## config.mk

```make
export PLATFORM = sky130hd
export DESIGN_NAME = prio_irq_ctrl
export DESIGN_NICKNAME = d
export VERILOG_FILES = /design/src/rtl/prio_irq_pkg.sv /design/src/rtl/irq_addr_dec.sv /design/src/rtl/irq_cpu_bank.sv /design/src/rtl/irq_prio_sel.sv /design/src/rtl/prio_irq_ctrl.sv
export SDC_FILE = /design/constraint.sdc
export NUM_CORES = 2
export LEC_CHECK = 0
export ABC_AREA = 0
export CAP_MARGIN = 20
export CORE_ASPECT_RATIO = 0.6
export CORE_MARGIN = 2
export CORE_UTILIZATION = 60
export CTS_BUF_LIST = sky130_fd_sc_hd__clkbuf_2 sky130_fd_sc_hd__clkbuf_4 sky130_fd_sc_hd__clkbuf_8
export DETAILED_ROUTE_END_ITERATION = 8
export DONT_BUFFER_PORTS = 1
export PLACE_DENSITY_LB_ADDON = 0.15
export SETUP_SLACK_MARGIN = 0.02
export SYNTH_ARGS = -nofsm -noshare
export SYNTH_HDL_FRONTEND = slang
export SYNTH_SLANG_ARGS = --single-unit
```

## constraint.sdc

```tcl
create_clock -name clk -period 4.75 [get_ports clk]
set_clock_uncertainty 0.1 [all_clocks]
set_input_delay 0.95 -clock clk [delete_from_list [all_inputs] [get_ports clk]]
set_output_delay 0.95 -clock clk [all_outputs]
set_load 0.01 [all_outputs]
```

## src/rtl/prio_irq_pkg.sv

```systemverilog
package prio_irq_pkg;

   // Byte-address map; the word index (address bits 7:2) selects a register.
   localparam int MAP_AW        = 8;
   localparam int CPU_FIELD_W   = 4;
   localparam int WORD_PRIO     = 0;
   localparam int WORD_PEND     = 1;
   localparam int WORD_ALIAS    = 2;
   localparam int WORD_CLEAR    = 3;
   localparam int WORD_STATUS   = 4;
   localparam int WORD_BCAST    = 5;
   localparam logic [1:0] BANK_MASK  = 2'b01;
   localparam logic [1:0] BANK_FORCE = 2'b10;
   localparam logic [1:0] BANK_AUX   = 2'b11;

   typedef enum logic [3:0] {
      SEL_NONE,
      SEL_PRIO,
      SEL_PEND,
      SEL_ALIAS,
      SEL_CLEAR,
      SEL_STATUS,
      SEL_BCAST,
      SEL_MASK,
      SEL_FORCE,
      SEL_AUX
   } reg_sel_e;

endpackage

```

## src/rtl/irq_addr_dec.sv

```systemverilog
module irq_addr_dec
   import prio_irq_pkg::*;
#(
   parameter int NUM_CPU = 16,
   parameter int ADDR_W  = 8
) (
   input  logic [ADDR_W-1:0]      addr,
   output reg_sel_e               sel,
   output logic [CPU_FIELD_W-1:0] cpu_idx
);

   localparam int WORD_W = ADDR_W - 2;

   logic [WORD_W-1:0] word;
   logic [1:0]        bank;

   assign word    = addr[ADDR_W-1:2];
   assign bank    = word[WORD_W-1 -: 2];
   assign cpu_idx = word[CPU_FIELD_W-1:0];

   always_comb begin
      sel = SEL_NONE;
      if (addr[1:0] == 2'b00) begin
         if (bank == 2'b00) begin
            case (int'(word))
               WORD_PRIO:   sel = SEL_PRIO;
               WORD_PEND:   sel = SEL_PEND;
               WORD_ALIAS:  sel = SEL_ALIAS;
               WORD_CLEAR:  sel = SEL_CLEAR;
               WORD_STATUS: sel = SEL_STATUS;
               WORD_BCAST:  sel = SEL_BCAST;
               default:     sel = SEL_NONE;
            endcase
         end else if (int'(cpu_idx) < NUM_CPU) begin
            case (bank)
               BANK_MASK:  sel = SEL_MASK;
               BANK_FORCE: sel = SEL_FORCE;
               default:    sel = SEL_AUX;
            endcase
         end
      end
   end

endmodule

```

## src/rtl/irq_cpu_bank.sv

```systemverilog
module irq_cpu_bank #(
   parameter int NUM_LINES = 16,
   parameter int DATA_W    = 32,
   parameter int EXT_W     = 4
) (
   input  logic                 clk,
   input  logic                 rst_n,
   input  logic                 mask_we,
   input  logic                 force_we,
   input  logic                 alias_we,
   input  logic                 aux_we,
   input  logic [NUM_LINES-1:0] ack_clr,
   input  logic [NUM_LINES-1:0] bcast_set,
   input  logic [DATA_W-1:0]    wdata,
   output logic [NUM_LINES-1:0] mask_q,
   output logic [NUM_LINES-1:0] force_q,
   output logic [EXT_W-1:0]     aux_q
);

   localparam int CLR_LSB = DATA_W / 2;
   localparam logic [NUM_LINES-1:0] LINE_MASK = {{(NUM_LINES-1){1'b1}}, 1'b0};

   logic [NUM_LINES-1:0] set_bits;
   logic [NUM_LINES-1:0] clr_bits;
   logic [NUM_LINES-1:0] force_d;
   logic [DATA_W-CLR_LSB-NUM_LINES-1:0] spare_hi;
   logic [CLR_LSB-NUM_LINES-1:0]        spare_lo;

   assign set_bits = wdata[NUM_LINES-1:0] & LINE_MASK;
   assign clr_bits = wdata[CLR_LSB +: NUM_LINES] & LINE_MASK;
   assign spare_hi = '0;
   assign spare_lo = '0;

   // Order inside one cycle: acknowledge, then software, then new requests.
   always_comb begin
      force_d = force_q & ~ack_clr;
      if (force_we) force_d = (force_d | set_bits) & ~clr_bits;
      if (alias_we) force_d = set_bits;
      force_d = force_d | (bcast_set & LINE_MASK);
   end

   always_ff @(posedge clk) begin
      if (!rst_n) begin
         mask_q  <= '0;
         force_q <= '0;
         aux_q   <= '0;
      end else begin
         force_q <= force_d;
         if (mask_we) mask_q <= wdata[NUM_LINES-1:0] & LINE_MASK;
         if (aux_we)  aux_q  <= wdata[EXT_W-1:0];
      end
   end

endmodule

```

## src/rtl/irq_prio_sel.sv

```systemverilog
module irq_prio_sel #(
   parameter int NUM_LINES = 16,
   parameter int LVL_W     = $clog2(NUM_LINES)
) (
   input  logic [NUM_LINES-1:0] pend,
   input  logic [NUM_LINES-1:0] force0,
   input  logic [NUM_LINES-1:0] mask0,
   input  logic [NUM_LINES-1:0] grp_hi,
   output logic [LVL_W-1:0]     level
);

   logic [NUM_LINES-1:0] active;
   logic [NUM_LINES-1:0] hi_set;
   logic [NUM_LINES-1:0] pick;

   assign active = (pend | force0) & mask0;
   assign hi_set = active & grp_hi;
   assign pick   = (hi_set != '0) ? hi_set : active;

   always_comb begin
      level = '0;
      for (int i = 0; i < NUM_LINES; i++) begin
         if (pick[i]) level = LVL_W'(i);
      end
   end

endmodule

```

## src/rtl/prio_irq_ctrl.sv

```systemverilog
module prio_irq_ctrl
   import prio_irq_pkg::*;
#(
   parameter int NUM_CPU   = 16,
   parameter int NUM_LINES = 16,
   parameter int DATA_W    = 32,
   parameter int ADDR_W    = 8,
   parameter int EXT_W     = 4
) (
   input  logic                         clk,
   input  logic                         rst_n,
   input  logic [NUM_LINES-1:0]         irq_req,
   input  logic                         ack_en,
   input  logic [$clog2(NUM_LINES)-1:0] ack_num,
   input  logic                         reg_we,
   input  logic [ADDR_W-1:0]            reg_addr,
   input  logic [DATA_W-1:0]            reg_wdata,
   output logic [DATA_W-1:0]            reg_rdata,
   output logic [$clog2(NUM_LINES)-1:0] irq_level
);

   localparam int LVL_W = $clog2(NUM_LINES);
   localparam logic [NUM_LINES-1:0] LINE_MASK = {{(NUM_LINES-1){1'b1}}, 1'b0};

   // Elaboration-time parameter checks
   if (NUM_CPU < 1 || NUM_CPU > (1 << CPU_FIELD_W)) begin : g_bad_cpu
      $error("NUM_CPU must lie in 1..16");
   end
   if (NUM_LINES != (1 << LVL_W) || NUM_LINES < 2) begin : g_bad_lines
      $error("NUM_LINES must be a power of two of at least 2");
   end
   if (2 * NUM_LINES > DATA_W) begin : g_bad_data
      $error("DATA_W must hold separate set and clear halves");
   end
   if (ADDR_W != MAP_AW) begin : g_bad_addr
      $error("ADDR_W must match the 8-bit register map");
   end
   if (EXT_W > DATA_W) begin : g_bad_ext
      $error("EXT_W must fit in DATA_W");
   end

   reg_sel_e               sel;
   logic [CPU_FIELD_W-1:0] cpu_sel;
   logic                   wr_ok;

   logic [NUM_LINES-1:0] req_q;
   logic [NUM_LINES-1:0] pend_q;
   logic [NUM_LINES-1:0] lvl_q;
   logic [NUM_LINES-1:0] bcast_q;
   logic [NUM_LINES-1:0] rise;
   logic [NUM_LINES-1:0] rise_pend;
   logic [NUM_LINES-1:0] rise_bcast;
   logic [NUM_LINES-1:0] ack_vec;
   logic [NUM_LINES-1:0] pend_d;

   logic [NUM_LINES-1:0] mask_arr  [NUM_CPU];
   logic [NUM_LINES-1:0] force_arr [NUM_CPU];
   logic [EXT_W-1:0]     aux_arr   [NUM_CPU];

   irq_addr_dec #(
      .NUM_CPU (NUM_CPU),
      .ADDR_W  (ADDR_W)
   ) u_dec (
      .addr    (reg_addr),
      .sel     (sel),
      .cpu_idx (cpu_sel)
   );

   assign wr_ok      = reg_we;
   assign rise       = irq_req & ~req_q & LINE_MASK;
   assign rise_pend  = rise & ~bcast_q;
   assign rise_bcast = rise & bcast_q;
   assign ack_vec    = ack_en ? ((NUM_LINES'(1) << ack_num) & LINE_MASK) : '0;

   always_comb begin
      pend_d = pend_q & ~ack_vec;
      if (wr_ok && sel == SEL_CLEAR) pend_d = pend_d & ~(reg_wdata[NUM_LINES-1:0] & LINE_MASK);
      pend_d = pend_d | rise_pend;
   end

   always_ff @(posedge clk) begin
      if (!rst_n) begin
         req_q   <= '0;
         pend_q  <= '0;
         lvl_q   <= '0;
         bcast_q <= '0;
      end else begin
         req_q  <= irq_req;
         pend_q <= pend_d;
         if (wr_ok && sel == SEL_PRIO)  lvl_q   <= reg_wdata[NUM_LINES-1:0] & LINE_MASK;
         if (wr_ok && sel == SEL_BCAST) bcast_q <= reg_wdata[NUM_LINES-1:0] & LINE_MASK;
      end
   end

   // Per-processor state; processor 0 alone sees the alias and the acknowledge.
   for (genvar c = 0; c < NUM_CPU; c++) begin : g_cpu
      logic                 alias_we_c;
      logic [NUM_LINES-1:0] ack_clr_c;
      logic                 sel_me;

      assign sel_me = (cpu_sel == CPU_FIELD_W'(c));

      if (c == 0) begin : g_primary
         assign alias_we_c = wr_ok && (sel == SEL_ALIAS);
         assign ack_clr_c  = ack_vec;
      end else begin : g_secondary
         assign alias_we_c = 1'b0;
         assign ack_clr_c  = '0;
      end

      irq_cpu_bank #(
         .NUM_LINES (NUM_LINES),
         .DATA_W    (DATA_W),
         .EXT_W     (EXT_W)
      ) u_bank (
         .clk       (clk),
         .rst_n     (rst_n),
         .mask_we   (wr_ok && sel == SEL_MASK  && sel_me),
         .force_we  (wr_ok && sel == SEL_FORCE && sel_me),
         .alias_we  (alias_we_c),
         .aux_we    (wr_ok && sel == SEL_AUX   && sel_me),
         .ack_clr   (ack_clr_c),
         .bcast_set (rise_bcast),
         .wdata     (reg_wdata),
         .mask_q    (mask_arr[c]),
         .force_q   (force_arr[c]),
         .aux_q     (aux_arr[c])
      );
   end

   irq_prio_sel #(
      .NUM_LINES (NUM_LINES),
      .LVL_W     (LVL_W)
   ) u_sel (
      .pend   (pend_q),
      .force0 (force_arr[0]),
      .mask0  (mask_arr[0]),
      .grp_hi (lvl_q),
      .level  (irq_level)
   );

   always_comb begin
      reg_rdata = '0;
      case (sel)
         SEL_PRIO:  reg_rdata = DATA_W'(lvl_q);
         SEL_PEND:  reg_rdata = DATA_W'(pend_q);
         SEL_ALIAS: reg_rdata = DATA_W'(force_arr[0]);
         SEL_BCAST: reg_rdata = DATA_W'(bcast_q);
         SEL_MASK:  reg_rdata = DATA_W'(mask_arr[cpu_sel]);
         SEL_FORCE: reg_rdata = DATA_W'(force_arr[cpu_sel]);
         SEL_AUX:   reg_rdata = DATA_W'(aux_arr[cpu_sel]);
         default:   reg_rdata = '0;
      endcase
   end

endmodule

```

# After elaboration in Yosys (flattened, before gate mapping)
# Index checks and enable logic that the tools add are counted.
# totals
ramBits,0
n_memories,0
register_bits,622
latch_bits,0
elab_cells,257
romBits,0
# classes
n_reduce_logical,60
mul,0
div_mod_pow,0
muxes,49
order_cmp,1
n_eq_ne,30
bitwise,64
add_sub_neg,0
shifts,1
# op_table
op,n
16-bit bitwise OR,34
16-bit AND,24
16-bit 2-to-1 mux,24
16-bit binary-select mux with 4-bit select,2
16-bit case mux with 7 select lines,1
16-bit NOT,5
1-bit logical AND,55
4-bit 2-to-1 mux,12
4-bit equality test (second input constant),10
4-bit by 3-bit equality test with 1-bit output (second input constant),7
3-bit case mux with 6 select lines,1
4-bit binary-select mux with 4-bit select,1
4-bit by 2-bit equality test with 1-bit output (second input constant),4
16-bit nonzero test,1
1-bit by 4-bit left shift with 16-bit output (first input constant),1
6-bit by 2-bit equality test with 1-bit output (second input constant),2
6-bit by 3-bit equality test with 1-bit output (second input constant),2
3-bit 2-to-1 mux,4
4-bit by 1-bit equality test with 1-bit output (second input constant),2
4-bit case mux with 2 select lines,1
6-bit by 1-bit equality test with 1-bit output (second input constant),1
6-bit zero test,1
5-bit >= comparator (second input constant),1
4-bit NOT with 5-bit output,1
6 further kinds,8

# Logic depth before layout (Yosys ltp)
# depth
word_depth,20
depth_mapped,12

# Modules after synthesis
# A second synthesis with hierarchy kept.
# unflattened
hier_cells,3800
hier_area_um2,34428.0
# by_module_without_submodules
module,cells_per_inst,area_each_um2,n_inst
irq_cpu_bank,180,1606.5,16
prio_irq_ctrl,838,8111.5,1
irq_prio_sel,65,491.7,1
irq_addr_dec,17,120.1,1

# Worst setup path after synthesis
# No wires, ideal clock.
# synth_timing
path_kind,input-to-output
startpoint,in reg_addr[3]
endpoint,out reg_rdata[15]
required_ns,3.700
slack_ns,0.597
stages,8
arrival_ns,3.103
path_cell_list,buf_2 -> buf_2 -> buf_1 -> mux4_2 -> mux4_2 -> and2_1 -> a221oi_1 -> o21ai_0
# synth_via
elab_chain_cells,6
elab_cells_between_ends,24
cone_classes,eq/ne (12); mux (10); bitwise (1); reduce/logical (1)
# synth_lines
item,line_no,rtl
start: declaration,prio_irq_ctrl.sv:16,"input logic [ADDR_W-1:0] reg_addr,"
"6-bit by 3-bit equality test with 1-bit output, or another cell as far along",irq_addr_dec.sv:25,case (int'(word))
3-bit case mux with 6 select lines,irq_addr_dec.sv:25,
4-bit 2-to-1 mux,irq_addr_dec.sv:24,if (bank == 2'b00) begin
4-bit 2-to-1 mux,irq_addr_dec.sv:23,if (addr[1:0] == 2'b00) begin
"4-bit equality test, or another cell as far along",prio_irq_ctrl.sv:144,case (sel)
16-bit case mux with 7 select lines *,prio_irq_ctrl.sv:144,
end: declaration,prio_irq_ctrl.sv:18,"output logic [DATA_W-1:0] reg_rdata,"
# Every way passes the cells marked *; elsewhere a longest branch is shown, timed or not. The select of a mux whose other input is x is not followed.

# Final worst setup path
# layout_timing
startpoint,reg pend_q[5]
endpoint,out irq_level[0]
# layout_via
elab_chain_cells,20
# layout_lines
item,line_no,rtl
start: declaration,prio_irq_ctrl.sv:47,logic [NUM_LINES-1:0] pend_q;
start signal: assignment,prio_irq_ctrl.sv:89,pend_q <= pend_d;
16-bit bitwise OR *,irq_prio_sel.sv:16,assign active = (pend | force0) & mask0;
16-bit AND *,irq_prio_sel.sv:16,
16-bit AND,irq_prio_sel.sv:17,assign hi_set = active & grp_hi;
16-bit nonzero test,irq_prio_sel.sv:18,assign pick = (hi_set != '0) ? hi_set : active;
16-bit 2-to-1 mux *,irq_prio_sel.sv:18,
1-bit 2-to-1 mux,irq_prio_sel.sv:23,if (pick[i]) level = LVL_W'(i);
2-bit 2-to-1 mux (2 in a row),irq_prio_sel.sv:23,
3-bit 2-to-1 mux (4 in a row),irq_prio_sel.sv:23,
4-bit 2-to-1 mux (7 in a row),irq_prio_sel.sv:23,
4-bit 2-to-1 mux *,irq_prio_sel.sv:23,
end: declaration,prio_irq_ctrl.sv:19,output logic [$clog2(NUM_LINES)-1:0] irq_level
# Every way passes the cells marked *; elsewhere a longest branch is shown, timed or not.

==> metrics <==
# Max-Cap Violations 0; peak supply drop 0.0002426 V; initial antenna violation count 1; clk_lat worst skew 0.66 ns; RR Startpoint bcast_q[5]; RSZ-0062 raised after global routing false; min-delay src irq_req[3]; Critical Path Sink Type primary output; 1st-pass router iterations 6; Routed WL per cell 22.78 um; number of synthesized flops with an enable pin 0; Post-CTS Hold Fix Bufs 0; syn_area_per_cell between 9 and 10 um^2; Worst Path Required between 3 and 4 ns; P_int 7726 uW; Final Setup Violations 0; crit start category flop; Final period util just under 100%; first-pass GRT wire length 124200 um; synth warn 0; postcts setup bufs 0; mux share of post-synthesis cell area 21.97%; CORE AREA 49270 um^2; final hold viol count 0; FP Rows 63; worst slack, placed 0.2311 ns; HPWL after DPL 48970 um; grt total ovfl 0; Distinct cells, synth between 50 and 60; Final Total Pwr approximately 9900 uW; complex-gate fraction of the synthesized area between 10% and 20%; Initial Utilization between 60 and 70%; clock-pin slew on the worst setup and hold paths 0.06 ns; CTS Sinks 604; die footprint slightly above 50000 um^2; slowest CP cell nor4_2; Die Y-Extent 176.8 um; via count 22432; Least-Margin Pin Slew ~1.8 ns; FFs w/ async S/R, synth 0%; Worst Path Class, Setup reg2out; largest family of logic cells by synthesized area multiplexers; Top FF cell, synth dfxtp_1; final WL ~80000 um; Largest stage delay, worst path between 0.6 and 0.7 ns; Total GRT Usage 30.73%; layout cells sized above 1 14.32%; Final ANT Viol Nets 0; Post-Synthesis Cells around 3000; worst hold slack 0.3004 ns; Worst slew margin -17.13%; PortBufs 0; TritonCTS clock tree yes; DIE WIDTH 292.0 um; Final WS setup 0.1425 ns; Hold Path End req_q[3]; vias per inst 6.378; Hold Crit Depth 1; pwr dens 314.4 nW/um^2; clock tree root buffer cell clkbuf_8; adder-cell area share of the yosys netlist 0%; Crit Reg-Reg Endpoint g_cpu[0].u_bank.force_q[5]; cell area after synthesis approximately 30000 um^2; clock share of power 45.6%; switching share of power between 20% and 30%; WP data arrival 3.56 ns; max-slew violation count 275; largest net degree at the start of global routing 605; Switching Power 2159 uW; Logic pwr share 2.7%; #FFs+latches synth 604; CP Cell Sequence o211ai_1, nand4_1, nor4_2, buf_4, o221ai_1, o211ai_1, a311oi_1, nor2_1; critical path depth 8; worst reg2reg path depth 3; # IOs 100; setup TNS 0 ns; status complete, but fails checks; H-tree depth 3; Simple-Gate Fraction of Synth Area roughly an eighth; CP Buf/Inv Count 1; XOR/XNOR Fraction of Synth Area 0%; Period minus WS final 4.607 ns; sequential share of the synthesized area about two fifths; clock tree buffer depth 3; Most Frequent Cell on Critical Path o211ai_1; CTS resizes 0; reg-to-reg slack, setup 3.27 ns; delay-heaviest family, CP simple AND/OR/NAND/NOR gates; number of global-route vias before repair 21542; crit path max fanout 6; Sequential Power Share 51.7%; DRC viols 0; area grow syn2layout 5.278%; HP Class in2reg; failing checks slew limit; Fmax roughly 220 MHz; Num CTS Buffers 89; Final nets 2866; Pleak roughly 0.013 uW; RD Place Congestion 0.9395; DRT iter0 DRCs 2459
## stage by stage
stage               area, um^2  utilization, %  instances
global route             31450           63.83       3517
global placement         29520           59.92       3359
floorplan                29930               -       3018
detailed placement       29530           59.95       3360
finish                   31450           63.83       3517
CTS                      31430           63.79       3513
## metal layers
metal | track usage (%) | vias up | part of all wire [%]
li1 | - | 10377 | -
met4 | 7.861 | 0 | 2.0
met2 | 46.80 | 933 | 44
met1 | 44.69 | 10995 | 45
met5 | 0 | - | 0
met3 | 6.366 | 127 | 8.9
## cell families after synthesis
kind of cell,after synthesis
buffers and inverters,355
and+or+nand+nor,676
other,1
DFF,604
AOI/OAI and AO/OA,924
muxes,443
## cells in the final DEF (no fill, tap or decap), types with 6 or more instances in the layout
cell type	count
nor3_1	6
nand3_4	14
a21boi_1	10
clkbuf_8	117
nand2b_1	8
o211ai_1	13
o21ai_0	36
nand3_1	73
and3b_1	15
conb_1	16
a21oi_1	497
nor2b_1	277
nor3_2	12
dfxtp_1	604
a21boi_0	69
and2_1	29
a221oi_1	27
clkbuf_4	28
mux2i_1	273
nand2_1	167
mux4_2	170
nor3b_1	16
buf_4	45
o221ai_1	8
o21a_1	248
nor2_1	29
## synth_stat cells (all sizes together) (4+ instances only)
cell type | n | area [um^2]
buf | 124 | 768.2
nor3b | 16 | 120.1
mux2i | 273 | 2733
o21ai | 37 | 185.2
dfxtp | 604 | 12090
and3b | 15 | 131.4
nand2 | 167 | 626.9
nand3 | 89 | 630.6
a21boi | 79 | 593.1
o211ai | 13 | 97.59
o221ai | 8 | 70.07
and2 | 29 | 181.4
a21oi | 498 | 2496
nor2b | 279 | 1745
and3 | 4 | 25.02
o21a | 248 | 1862
nor3 | 18 | 100.1
nand4 | 5 | 31.28
mux4 | 170 | 3829
clkbuf | 230 | 863.3
a221oi | 27 | 236.5
or3 | 5 | 36.28
nand2b | 8 | 50.05
nor2 | 31 | 118.9
## final cells by class
class / count / area, um^2
fillers: 3946 / 17820
multi-input cells: 2059 / 16270
flip-flops and latches: 604 / 12090
clock buffers: 145 / 1821
well taps: 650 / 813.3
repair buffers: 47 / 364.1
clock inverters: 8 / 71.32
diodes: 3 / 7.507
inverters: 1 / 3.754
## power by group through the flow
stage	logic (uW)	clock network [uW]	registers, uW
finish	268	4500	5110
global route	277	4790	5110
CTS	259	4560	5110
detailed placement	258	0	5230
global placement	253	0	5220
floorplan	455	0	5220
## how the worst max path moves through the flow
stage	start	end	slack, ns
floorplan	reg_addr[3]	reg_rdata[15]	0.60
global placement	reg_addr[7]	reg_rdata[11]	0.29
detailed placement	reg_addr[7]	reg_rdata[11]	0.23
CTS	reg_addr[7]	reg_rdata[11]	0.23
global route	pend_q[5]	irq_level[0]	0.07
finish	pend_q[5]	irq_level[0]	0.14
## flip-flops by register name (all words and copies together), names as in the netlist
name	cells
g_cpu.u_bank.force_q	240
g_cpu.u_bank.mask_q	240
g_cpu.u_bank.aux_q	64
bcast_q	15
lvl_q	15
pend_q	15
req_q	15
No activity file was read; power rests on OpenSTA's default activity.
